## src/rtl/sp_pkg.sv

```systemverilog
package sp_pkg;
    localparam int DIV_W  = 12;
    localparam int DATA_W = 8;

    typedef struct packed {
        logic [1:0]       wl_code;
        logic             fifo_en;
        logic             stop2;
        logic             par_even;
        logic             par_en;
        logic             brk;
        logic [DIV_W-1:0] div;
    } line_cfg_t;

    localparam int CFG_W = $bits(line_cfg_t);

    typedef struct packed {
        logic              ovr;
        logic              perr;
        logic              ferr;
        logic [DATA_W-1:0] data;
    } rx_word_t;

    localparam int RXW_W = $bits(rx_word_t);

    typedef enum logic [2:0] {
        TX_IDLE, TX_START, TX_DATA, TX_PARITY, TX_STOP
    } tx_state_t;

    typedef enum logic [2:0] {
        RX_IDLE, RX_START, RX_DATA, RX_PARITY, RX_STOP, RX_WAIT_HIGH
    } rx_state_t;

    localparam logic [1:0] A_CTRL = 2'd0;
    localparam logic [1:0] A_LINE = 2'd1;
    localparam logic [1:0] A_DATA = 2'd2;
    localparam logic [1:0] A_STAT = 2'd3;

    function automatic logic [3:0] wl_bits(input logic [1:0] code);
        return 4'd5 + {2'b00, code};
    endfunction

    function automatic logic [DATA_W-1:0] wl_mask(input logic [DATA_W-1:0] d,
                                                   input logic [1:0] code);
        return d & ({DATA_W{1'b1}} >> (2'd3 - code));
    endfunction

    function automatic logic par_bit(input logic [DATA_W-1:0] d, input logic even);
        return even ? (^d) : ~(^d);
    endfunction
endpackage

```

## src/rtl/sp_baud.sv

```systemverilog
module sp_baud #(
    parameter int DIV_W = 12
) (
    input  logic             clk,
    input  logic             rst_n,
    input  logic             en_i,
    input  logic [DIV_W-1:0] div_i,
    output logic             tick_o
);
    logic [DIV_W-1:0] cnt;

    always_ff @(posedge clk or negedge rst_n) begin
        if (!rst_n)              cnt <= '0;
        else if (!en_i)          cnt <= '0;
        else if (cnt >= div_i)   cnt <= '0;
        else                     cnt <= cnt + 1'b1;
    end

    assign tick_o = en_i && (cnt >= div_i);
endmodule

```

## src/rtl/sp_fifo.sv

```systemverilog
module sp_fifo #(
    parameter int W     = 8,
    parameter int DEPTH = 16,
    localparam int AW   = (DEPTH > 1) ? $clog2(DEPTH) : 1,
    localparam int CW   = $clog2(DEPTH + 1)
) (
    input  logic          clk,
    input  logic          rst_n,
    input  logic          single_i,
    input  logic          push_i,
    input  logic [W-1:0]  wdata_i,
    input  logic          pop_i,
    output logic [W-1:0]  rdata_o,
    output logic          empty_o,
    output logic          full_o,
    output logic [CW-1:0] count_o
);
    logic [W-1:0]  mem [DEPTH];
    logic [AW-1:0] wr_ptr, rd_ptr;
    logic          do_push, do_pop;

    assign empty_o = (count_o == '0);
    assign full_o  = single_i ? !empty_o : (count_o == CW'(DEPTH));
    assign do_push = push_i && !full_o;
    assign do_pop  = pop_i && !empty_o;
    assign rdata_o = mem[rd_ptr];

    always_ff @(posedge clk) begin
        if (do_push) mem[wr_ptr] <= wdata_i;
    end

    always_ff @(posedge clk or negedge rst_n) begin
        if (!rst_n) begin
            wr_ptr  <= '0;
            rd_ptr  <= '0;
            count_o <= '0;
        end else begin
            if (do_push) wr_ptr <= (wr_ptr == AW'(DEPTH - 1)) ? '0 : wr_ptr + 1'b1;
            if (do_pop)  rd_ptr <= (rd_ptr == AW'(DEPTH - 1)) ? '0 : rd_ptr + 1'b1;
            if (do_push && !do_pop)      count_o <= count_o + 1'b1;
            else if (do_pop && !do_push) count_o <= count_o - 1'b1;
        end
    end


    push_count_chk: assert property (@(posedge clk) disable iff (!rst_n)
        (push_i && !pop_i && !full_o) |=> (count_o == $past(count_o) + CW'(1)));


    pop_nonempty_chk: assert property (@(posedge clk) disable iff (!rst_n)
        pop_i |-> !empty_o);
endmodule

```

## src/rtl/sp_tx.sv

```systemverilog
module sp_tx
    import sp_pkg::*;
(
    input  logic              clk,
    input  logic              rst_n,
    input  logic              tick_i,
    input  logic              en_i,
    input  line_cfg_t         cfg_i,
    input  logic              empty_i,
    input  logic [DATA_W-1:0] data_i,
    output logic              pop_o,
    output logic              line_o,
    output logic              active_o
);
    tx_state_t         state, state_nx;
    logic [3:0]        cnt;
    logic [2:0]        bit_idx;
    logic              stop_idx;
    logic [DATA_W-1:0] shreg;
    logic              par_r;
    logic              bit_end;
    logic [3:0]        wl;
    logic              bit_line;

    assign bit_end = tick_i && (cnt == 4'd15);
    assign wl      = wl_bits(cfg_i.wl_code);

    always_comb begin
        state_nx = state;
        unique case (state)
            TX_IDLE:   if (tick_i && en_i && !empty_i) state_nx = TX_START;
            TX_START:  if (bit_end) state_nx = TX_DATA;
            TX_DATA:   if (bit_end && ({1'b0, bit_idx} == wl - 4'd1))
                           state_nx = cfg_i.par_en ? TX_PARITY : TX_STOP;
            TX_PARITY: if (bit_end) state_nx = TX_STOP;
            TX_STOP:   if (bit_end && (stop_idx == cfg_i.stop2))
                           state_nx = empty_i ? TX_IDLE : TX_START;
            default:   state_nx = TX_IDLE;
        endcase
    end

    assign pop_o = (state_nx == TX_START) && (state != TX_START);

    always_ff @(posedge clk or negedge rst_n) begin
        if (!rst_n) state <= TX_IDLE;
        else        state <= state_nx;
    end

    always_ff @(posedge clk or negedge rst_n) begin
        if (!rst_n) begin
            cnt      <= '0;
            bit_idx  <= '0;
            stop_idx <= 1'b0;
            shreg    <= '0;
            par_r    <= 1'b0;
        end else begin
            if (tick_i && state != TX_IDLE) cnt <= cnt + 1'b1;
            if (pop_o) begin
                shreg   <= wl_mask(data_i, cfg_i.wl_code);
                par_r   <= par_bit(wl_mask(data_i, cfg_i.wl_code), cfg_i.par_even);
                bit_idx <= '0;
            end else if (state == TX_DATA && bit_end) begin
                shreg   <= shreg >> 1;
                bit_idx <= bit_idx + 1'b1;
            end
            if (state != TX_STOP)  stop_idx <= 1'b0;
            else if (bit_end)      stop_idx <= ~stop_idx;
        end
    end

    always_comb begin
        unique case (state)
            TX_START:  bit_line = 1'b0;
            TX_DATA:   bit_line = shreg[0];
            TX_PARITY: bit_line = par_r;
            default:   bit_line = 1'b1;
        endcase
        line_o   = cfg_i.brk ? 1'b0 : bit_line;
        active_o = (state != TX_IDLE);
    end


    word_len_chk: assert property (@(posedge clk) disable iff (!rst_n)
        (state == TX_DATA) |-> ({1'b0, bit_idx} < wl));


    two_stop_chk: assert property (@(posedge clk) disable iff (!rst_n)
        (state == TX_STOP && bit_end && !stop_idx && cfg_i.stop2) |=> (state == TX_STOP));
endmodule

```

## src/rtl/sp_rx.sv

```systemverilog
module sp_rx
    import sp_pkg::*;
(
    input  logic              clk,
    input  logic              rst_n,
    input  logic              tick_i,
    input  logic              rx_i,
    input  line_cfg_t         cfg_i,
    output logic              push_o,
    output logic              ferr_o,
    output logic              perr_o,
    output logic [DATA_W-1:0] data_o
);
    rx_state_t         state, state_nx;
    logic [3:0]        cnt;
    logic [2:0]        bit_idx;
    logic [DATA_W-1:0] dreg;
    logic              perr_r;
    logic              mid_start, bit_end;
    logic [3:0]        wl;

    assign mid_start = tick_i && (cnt == 4'd7);
    assign bit_end   = tick_i && (cnt == 4'd15);
    assign wl        = wl_bits(cfg_i.wl_code);

    always_comb begin
        state_nx = state;
        unique case (state)
            RX_IDLE:      if (tick_i && !rx_i) state_nx = RX_START;
            RX_START:     if (mid_start) state_nx = rx_i ? RX_IDLE : RX_DATA;
            RX_DATA:      if (bit_end && ({1'b0, bit_idx} == wl - 4'd1))
                              state_nx = cfg_i.par_en ? RX_PARITY : RX_STOP;
            RX_PARITY:    if (bit_end) state_nx = RX_STOP;
            RX_STOP:      if (bit_end) state_nx = rx_i ? RX_IDLE : RX_WAIT_HIGH;
            RX_WAIT_HIGH: if (rx_i) state_nx = RX_IDLE;
            default:      state_nx = RX_IDLE;
        endcase
    end

    always_ff @(posedge clk or negedge rst_n) begin
        if (!rst_n) state <= RX_IDLE;
        else        state <= state_nx;
    end

    always_ff @(posedge clk or negedge rst_n) begin
        if (!rst_n) begin
            cnt     <= '0;
            bit_idx <= '0;
            dreg    <= '0;
            perr_r  <= 1'b0;
        end else begin
            unique case (state)
                RX_IDLE: begin
                    cnt     <= '0;
                    bit_idx <= '0;
                    if (state_nx == RX_START) begin
                        dreg   <= '0;
                        perr_r <= 1'b0;
                    end
                end
                RX_START: if (tick_i) cnt <= mid_start ? 4'd0 : cnt + 1'b1;
                RX_DATA: begin
                    if (tick_i) cnt <= cnt + 1'b1;
                    if (bit_end) begin
                        dreg[bit_idx] <= rx_i;
                        bit_idx       <= bit_idx + 1'b1;
                    end
                end
                RX_PARITY: begin
                    if (tick_i) cnt <= cnt + 1'b1;
                    if (bit_end) perr_r <= (rx_i != par_bit(dreg, cfg_i.par_even));
                end
                RX_STOP: if (tick_i) cnt <= cnt + 1'b1;
                default: cnt <= '0;
            endcase
        end
    end

    always_comb begin
        push_o = (state == RX_STOP) && bit_end;
        ferr_o = !rx_i;
        perr_o = perr_r;
        data_o = dreg;
    end


    ferr_hold_chk: assert property (@(posedge clk) disable iff (!rst_n)
        (state == RX_WAIT_HIGH && !rx_i) |=> (state == RX_WAIT_HIGH));
endmodule

```

## src/rtl/serial_port_ctrl.sv

```systemverilog
module serial_port_ctrl
    import sp_pkg::*;
#(
    parameter int DEPTH = 16
) (
    input  logic        clk,
    input  logic        rst_n,
    input  logic        bus_sel,
    input  logic        bus_wr,
    input  logic [1:0]  bus_addr,
    input  logic [31:0] bus_wdata,
    output logic [31:0] bus_rdata,
    output logic        tx_line,
    input  logic        rx_line,
    output logic        tx_irq,
    output logic        rx_irq
);
    localparam int CW   = $clog2(DEPTH + 1);
    localparam int HALF = DEPTH / 2;

    logic              port_en;
    line_cfg_t         cfg;
    logic              rx_meta, rx_sync;
    logic              tick16;
    logic              tx_push, tx_pop, tx_empty, tx_full, tx_active;
    logic [DATA_W-1:0] tx_head;
    logic [CW-1:0]     tx_count;
    logic              rx_push, rx_ferr, rx_perr, rx_pop, rx_empty, rx_full;
    logic [DATA_W-1:0] rx_data;
    logic [CW-1:0]     rx_count;
    logic [RXW_W-1:0]  rx_head_bits;
    rx_word_t          rx_in, rx_head;
    logic              ovr_pend;

    always_ff @(posedge clk or negedge rst_n) begin
        if (!rst_n) begin
            port_en <= 1'b0;
            cfg     <= '0;
        end else if (bus_sel && bus_wr) begin
            if (bus_addr == A_CTRL) port_en <= bus_wdata[0];
            if (bus_addr == A_LINE) cfg     <= line_cfg_t'(bus_wdata[CFG_W-1:0]);
        end
    end

    always_ff @(posedge clk or negedge rst_n) begin
        if (!rst_n) begin
            rx_meta <= 1'b1;
            rx_sync <= 1'b1;
        end else begin
            rx_meta <= rx_line;
            rx_sync <= rx_meta;
        end
    end

    sp_baud #(.DIV_W(DIV_W)) u_baud (
        .clk(clk), .rst_n(rst_n), .en_i(port_en), .div_i(cfg.div), .tick_o(tick16)
    );

    assign tx_push = bus_sel && bus_wr && (bus_addr == A_DATA);

    sp_fifo #(.W(DATA_W), .DEPTH(DEPTH)) u_tx_fifo (
        .clk(clk), .rst_n(rst_n), .single_i(!cfg.fifo_en),
        .push_i(tx_push), .wdata_i(bus_wdata[DATA_W-1:0]), .pop_i(tx_pop),
        .rdata_o(tx_head), .empty_o(tx_empty), .full_o(tx_full), .count_o(tx_count)
    );

    sp_tx u_tx (
        .clk(clk), .rst_n(rst_n), .tick_i(tick16), .en_i(port_en), .cfg_i(cfg),
        .empty_i(tx_empty), .data_i(tx_head), .pop_o(tx_pop),
        .line_o(tx_line), .active_o(tx_active)
    );

    sp_rx u_rx (
        .clk(clk), .rst_n(rst_n), .tick_i(tick16), .rx_i(rx_sync), .cfg_i(cfg),
        .push_o(rx_push), .ferr_o(rx_ferr), .perr_o(rx_perr), .data_o(rx_data)
    );

    always_comb begin
        rx_in.ovr  = ovr_pend;
        rx_in.perr = rx_perr;
        rx_in.ferr = rx_ferr;
        rx_in.data = rx_data;
    end

    assign rx_pop = bus_sel && !bus_wr && (bus_addr == A_DATA) && !rx_empty;

    sp_fifo #(.W(RXW_W), .DEPTH(DEPTH)) u_rx_fifo (
        .clk(clk), .rst_n(rst_n), .single_i(!cfg.fifo_en),
        .push_i(rx_push && !rx_full), .wdata_i(rx_in), .pop_i(rx_pop),
        .rdata_o(rx_head_bits), .empty_o(rx_empty), .full_o(rx_full), .count_o(rx_count)
    );

    assign rx_head = rx_word_t'(rx_head_bits);

    always_ff @(posedge clk or negedge rst_n) begin
        if (!rst_n)       ovr_pend <= 1'b0;
        else if (rx_push) ovr_pend <= rx_full;
    end

    always_comb begin
        unique case (bus_addr)
            A_CTRL:  bus_rdata = {31'b0, port_en};
            A_LINE:  bus_rdata = 32'(cfg);
            A_DATA:  bus_rdata = 32'(rx_head);
            default: bus_rdata = {29'b0, (tx_active || !tx_empty), tx_full, rx_empty};
        endcase
        tx_irq = port_en && (cfg.fifo_en ? (tx_count <= CW'(HALF)) : tx_empty);
        rx_irq = port_en && !rx_empty;
    end


    gated_tick_chk: assert property (@(posedge clk) disable iff (!rst_n)
        !port_en |-> !tick16);


    drop_on_full_chk: assert property (@(posedge clk) disable iff (!rst_n)
        (rx_push && rx_full && !rx_pop) |=> (rx_count == $past(rx_count)));
endmodule

```

## config.mk

```make
export PLATFORM = sky130hd
export DESIGN_NAME = serial_port_ctrl
export DESIGN_NICKNAME = d
export VERILOG_FILES = /design/src/rtl/sp_pkg.sv /design/src/rtl/sp_baud.sv /design/src/rtl/sp_fifo.sv /design/src/rtl/sp_tx.sv /design/src/rtl/sp_rx.sv /design/src/rtl/serial_port_ctrl.sv
export SDC_FILE = /design/constraint.sdc
export NUM_CORES = 1
export LEC_CHECK = 0
export CAP_MARGIN = 20
export CORE_MARGIN = 10
export CORE_UTILIZATION = 55
export DETAILED_ROUTE_END_ITERATION = 7
export GPL_ROUTABILITY_DRIVEN = 1
export PLACE_DENSITY = 0.78
export SLEW_MARGIN = 10
export SYNTH_ARGS = -nofsm -noshare
export SYNTH_HDL_FRONTEND = slang
export SYNTH_SLANG_ARGS = --single-unit
```

## constraint.sdc

```tcl
create_clock -name clk -period 4.3 [get_ports clk]
set_input_delay 1.29 -clock clk [delete_from_list [all_inputs] [get_ports clk]]
set_output_delay 1.29 -clock clk [all_outputs]
set_load 0.02 [all_outputs]
```

* Yosys cells after proc, flatten, opt, wreduce, memory -nomap -nowiden
Memories as Yosys holds them, arrays and structs flattened. Cells that the tools add are included.
Operators by class: reductions and logical operators 63, add/sub/neg operators 16, shift-type cells 1, eq/ne operators 33, multiplexer cells 60, bitwise operators 4, order comparisons 4
Operators with widths (number):
- 19-bit case mux with 3 select lines | 1
- 3-bit 2-to-1 mux | 16
- 8-bit 2-to-1 mux | 4
- 1-bit logical AND | 31
- 4-bit 2-to-1 mux | 7
- 4-bit by 1-bit adder with 4-bit output, second input constant | 6
- 4-bit == test, second input constant | 6
- 12-bit 2-to-1 mux | 2
- 5-bit 2-to-1 mux | 4
- 3-bit case mux with 6 select lines | 1
- 1-bit 2-to-1 mux | 16
- 8-bit case mux with 2 select lines | 1
- 8-bit parity | 2
- 3-bit case mux with 5 select lines | 1
- 12-bit by 1-bit adder with 12-bit output, second input constant | 1
- 3-bit by 1-bit == test with 1-bit output, second input constant | 4
- 3-bit by 2-bit == test with 1-bit output, second input constant | 4
- 12-bit greater-or-equal comparator | 1
- 2-bit nonzero test | 6
- 5-bit by 1-bit adder with 5-bit output, second input constant | 2
- 5-bit == test, second input constant | 2
- 1-bit zero test | 10
- 5-bit zero test | 2
- 2-bit by 1-bit != test with 1-bit output, second input constant | 5
- other kinds (34) | 46
Word-level totals: input port bits 39, RAM bits 304, logic and storage cells 212, memories kept 2, bits in registers 100, output and inout port bits 35
Memories:
- u_rx_fifo.mem | words 16, width 11, rd ports 1, clocked after Yosys merged registers in 0, write ports 1, line sp_fifo.sv:18 | logic [W-1:0] mem [DEPTH];
- u_tx_fifo.mem | words 16, width 8, rd ports 1, clocked after Yosys merged registers in 0, write ports 1, line sp_fifo.sv:18

* Logic depth before layout (Yosys ltp)
depth after elaboration 12, depth in mapped cells 17, gate-level depth less buffers 15

* Cells and area by module
From an unflattened synthesis, not the netlist that was laid out.
Unflattened totals: cell total of the unflattened synthesis 1164, area, all modules 18046.1 sq um
By module, submodules not included:
- sp_fifo at u_rx_fifo | seq. area each 5610.4 sq um, cells each 411, area each 7642.3 sq um, instances 1
- sp_fifo at u_tx_fifo | seq. area each 4169.0 sq um, cells each 327, area each 5808.1 sq um, instances 1
- serial_port_ctrl | seq. area each 578.1 sq um, cells each 100, area each 1267.5 sq um, instances 1
- sp_tx | seq. area each 500.5 sq um, cells each 108, area each 1188.6 sq um, instances 1
- sp_rx | seq. area each 475.5 sq um, cells each 121, area each 1179.9 sq um, instances 1
- sp_baud | seq. area each 300.3 sq um, cells each 97, area each 959.7 sq um, instances 1

* Least setup slack after synthesis
No wires, ideal clock.
path kind in2reg, from in bus_addr[0], to reg u_rx_fifo.count_o[4], arrival time 3.572 ns, buffers on the path 1, path slack 0.603 ns, library setup time 0.125 ns, cell stages on the path 12, required time 4.175 ns, cells stage by stage nand2b_1 > clkbuf_1 > nor4b_1 > inv_2 > ha_1 > inv_1 > ha_1 > a21o_1 > a21oi_1 > xnor2_1 > nor2_1 > xor2_1
Between the ends: cells in the longest elaborated chain, start to end 7, elaborated cells on any way between the ends 9, those cells by class 1 x eq/ne; 1 x mux; 7 x reduce/logical
Ends and longest elaborated chain:
- from (decl) | line serial_port_ctrl.sv:10 | input logic [1:0] bus_addr,
- 2-bit == test * | line serial_port_ctrl.sv:85 | assign rx_pop = bus_sel && !bus_wr && (bus_addr == A_DATA) && !rx_empty;
- 1-bit logical AND * (2 in a row) | line serial_port_ctrl.sv:85
- 1-bit logical AND * | line sp_fifo.sv:25 | assign do_pop = pop_i && !empty_o;
- 1-bit zero test | line sp_fifo.sv:40 | if (do_push && !do_pop) count_o <= count_o + 1'b1;
- 1-bit logical AND | line sp_fifo.sv:40
- 5-bit 2-to-1 mux or 2-bit nonzero test (tied branches)
- to (signal assigned) | line sp_fifo.sv:40
- to (signal assigned) | line sp_fifo.sv:41 | else if (do_pop && !do_push) count_o <= count_o - 1'b1;
- to (decl) | line sp_fifo.sv:16 | output logic [CW-1:0] count_o
Mark *: on every way between the ends. The rest lies on a longest branch, timed or not. A chain may end at the register's enable or synchronous reset.

* Worst setup path after layout
from in bus_addr[0], to out bus_rdata[18]
Between the ends: cells in the longest elaborated chain, start to end 2, elaborated cells on any way between the ends 4, those cells by class 2 x eq/ne; 1 x mux; 1 x reduce/logical
Ends and longest elaborated chain:
- 2-bit == test, or another cell as far along | line serial_port_ctrl.sv:101 | unique case (bus_addr)
- 19-bit case mux with 3 select lines * | line serial_port_ctrl.sv:101
- to (decl) | line serial_port_ctrl.sv:12 | output logic [31:0] bus_rdata,
Marked as above.

==> results.json <==
{
  "synth.area.top_cells": "edfxtp_1, dfrtp_1, mux4_2",
  "critPathArrivalTime_ps": 2930,
  "max-slew-margin-rel_pct": 35.4,
  "ir_drop_mv": 0.367,
  "post_drt_wl_per_cell_um": 22.9,
  "worst_setup_path_start_kind": "primary input",
  "power_mw": 10.1,
  "yosysWarningCount": 0,
  "cts.htree.levels": 2,
  "netlist-cell-type-count": 62,
  "clkSlewWorstSetupHoldPaths_ps": 60,
  "critical_path.n_buffers_inverters": 3,
  "drtPass1Iterations": 7,
  "final_min_period_over_clock_period_pct": 98.1,
  "dp_hpwl_um": 24300,
  "synthToLayoutAreaGrowth_pct": 15.0,
  "worst_setup_path_end_kind": "output pin",
  "maxCapViolCount": 0,
  "detail-route-antenna-nets": 0,
  "worst-path-max-fanout": 12,
  "clk_path_buf_depth": 3,
  "synth.top_cell.area_share_pct": 52.1,
  "power.switching_mw": 2.58,
  "path_delay_family": "buffers and inverters",
  "final_period_minus_worst_setup_slack_ps": 4220,
  "numCtsBuffers": 41,
  "routed_vias": 9735,
  "final-hold-violation-count": 0,
  "grt_pass1_wl_um": 58800,
  "clock_latency_ps": 540,
  "fp.dieW_um": 198,
  "detailedPlace.worstSlack_ps": -30.5,
  "grt_overflow": 0,
  "sequentialPowerShare_pct": 45.5,
  "dominantRegCellSynth": "edfxtp_1",
  "initial_antenna_violation_count": 0,
  "fmaxAchievable_ghz": 0.237,
  "via_per_inst": 5.99,
  "worst_path_most_repeated_cell": "clkdlybuf4s50_1",
  "run_status": "complete, no violations",
  "gp_congestion": 0.905,
  "timing.hold.ws_ps": 355,
  "netSwitchingFraction_pct": 25.5,
  "first_global_vias": 10000,
  "io_buffers": 47,
  "layout.cells.non_filler": 1625,
  "core.rowCount": 65,
  "post-route-drc-count": 0,
  "core_region_area_um2": 31500,
  "clk_root_buffer_cell": "clkbuf_16",
  "synthArstFlopShare_pct": 24.8,
  "clock_power_share_pct": 36.8,
  "seq_area_frac_synth_pct": 66.4,
  "synth_edf_count": 304,
  "diodes": 0,
  "start_util_pct": 55.7,
  "stdcell_area_um2": 20200,
  "worst_path_max_delay_cell": "clkdlybuf4s50_1",
  "pin_count": 74,
  "finalSetupViolations": 0,
  "dp_cells": 1541,
  "transition_time_at_the_pin_with_the_least_slew_margin_ps": 969,
  "finalMaxSlewViolations": 0,
  "die_y_um": 198,
  "count_of_nets_after_finishing": 1267,
  "required_worst_endpoint_ps": 3010,
  "post-route-worst-setup-slack_ps": 81.7,
  "internal_power_mw": 7.54,
  "global_route.usage.total_pct": 19.3,
  "power.density_nw_per_um2": 502,
  "timing.hold.worst.class": "reg -> reg",
  "final_layout_size_suffix_gt1_share_pct": 19.3,
  "synth_area_per_cell_um2": 15.9,
  "cell_by_cell_listing_of_the_critical_path": "clkdlybuf4s50_1 -> nor2b_1 -> buf_4 -> and2_1 -> clkdlybuf4s50_1",
  "syn-cell-area_um2": 17500,
  "cpPeakStageDelay_ps": 600,
  "final_wl_um": 37200,
  "fin_worst_skew_ps": 17.1,
  "combinationalPowerShare_pct": 17.7,
  "crit_type": "in -> out",
  "synth_cells": 1099,
  "tritoncts": "done",
  "first_iter_violations": 825,
  "die_area_um2": 39400,
  "leakage_nw": 6.93,
  "maximum_number_of_pins_on_one_net_before_global_route_repair": 52,
  "clock_sink_count": 404,
  "yosysTopAreaCell": "edfxtp_1",
  "dpl-instance-area_um2": 18600,
  "synth-seq-cells": 404
}
==> state kept, by name, summed over array words and instances, names as in the netlist, 3 cells and up <==
signal             count
u_tx.state             3
u_rx_fifo.count_o      5
cfg                   19
u_tx.cnt               4
u_rx.cnt               4
u_rx_fifo.wr_ptr       4
u_tx.bit_idx           3
u_baud.cnt            12
u_tx_fifo.wr_ptr       4
u_tx_fifo.mem        128
u_tx_fifo.count_o      5
u_rx.data_o            8
u_rx.state             3
u_tx.shreg             8
u_tx_fifo.rd_ptr       4
u_rx_fifo.rd_ptr       4
u_rx_fifo.mem        176
u_rx.bit_idx           3
==> Yosys cell counts, drive strengths merged, types with 9 or more instances <==
cell    number
edfxtp     304
dfrtp       98
mux4        88
nor2        61
nand2       57
o21ai       42
clkbuf      36
inv         36
ha          35
xnor2       35
a21oi       33
buf         31
mux2        27
mux2i       24
nand3       24
nor3        22
and3        21
xor2        18
and2        13
a21o         9
nand2b       9
==> per-layer routing <==
layer	vias to the layer above	track usage [%]	wire, um
li1	4371	-	-
met1	4978	24.8	15100
met3	78	2.53	1750
met2	308	33.1	19100
met5	-	0	0
met4	0	7.06	1270
==> worst paths after layout <==
kind                                         startpoint                                to  slack, ps  cells after the start
worst max register to register  u_baud.cnt[9]$_DFF_PN0_  u_rx_fifo.count_o[4]$_DFFE_PN0P_        550                     14
worst min-delay path                  rx_meta$_DFF_PN1_                 rx_sync$_DFF_PN1_        350                      0
max in group asynchronous                         rst_n                cfg[7]$_DFFE_PN0P_       2760                      2
worst min register to register        rx_meta$_DFF_PN1_                 rx_sync$_DFF_PN1_        350                      0
min in group asynchronous                         rst_n  u_tx_fifo.count_o[1]$_DFFE_PN0P_        820                      1
worst max-delay path                        bus_addr[0]                     bus_rdata[18]         80                      5
==> cell type report <==
type | count | area (um2)
fill | 2141 | 11300
timing repair buffer | 104 | 987
sequential | 404 | 11600
multi-input combinational | 604 | 5470
tap | 402 | 503
clock buffer | 51 | 1100
clock inverter | 24 | 319
inverter | 36 | 135
==> cells in the final DEF, fill, tap and decap left out, types with 9 or more instances in the layout <==
cell type,n
xnor2_1,35
clkbuf_16,42
ha_1,35
o21ai_0,10
nand2_1,57
mux4_2,87
mux2_2,14
a21o_1,9
xor2_1,18
nor2_1,61
mux2i_1,24
a21oi_1,33
and3_1,21
buf_4,49
o21ai_1,32
clkdlybuf4s50_1,34
mux2_1,13
inv_1,33
and2_1,13
nor3_1,21
nand3_1,24
conb_1,13
edfxtp_1,304
clkinv_2,10
nand2b_1,9
dfrtp_1,96
==> power groups by stage <==
stage	combinational (mW)	sequential, mW	clock (mW)
final	1.79	4.60	3.72
after global routing	1.97	4.63	3.92
after CTS	1.81	4.61	3.77
after detailed placement	1.68	4.67	0
after global placement	1.64	4.66	0
after floorplan	1.30	4.53	0
==> cell families after synthesis <==
logic type | after synthesis | synth area share (%)
compound gates | 128 | 4.53
buf+inv | 103 | 2.72
flops | 404 | 66.4
fa+ha+maj | 37 | 2.73
other cells | 1 | 0.0214
simple gates | 233 | 6.40
mux | 139 | 14.4
xor+xnor | 54 | 2.78
==> repair_timing <==
action,CTS,global route
resized for setup,17,7
gates cloned,1,0
hold buffers,0,0
setup buffers,6,1
setup endpoints to repair,11,6
hold endpoints to repair,0,0
==> metrics by stage <==
| step | TNS [ps] | utilization (%) |
|---|---|---|
| 5_1_grt | -2.15 | 64.0 |
| 3_5_place_dp | -89.5 | 59.1 |
| 3_3_place_gp | -38.0 | 59.1 |
| 2_1_floorplan | 0 | - |
| 4_1_cts | 0 | 64.0 |
| 6_report | 0 | 64.0 |
Power figures use the tool's default switching activity.
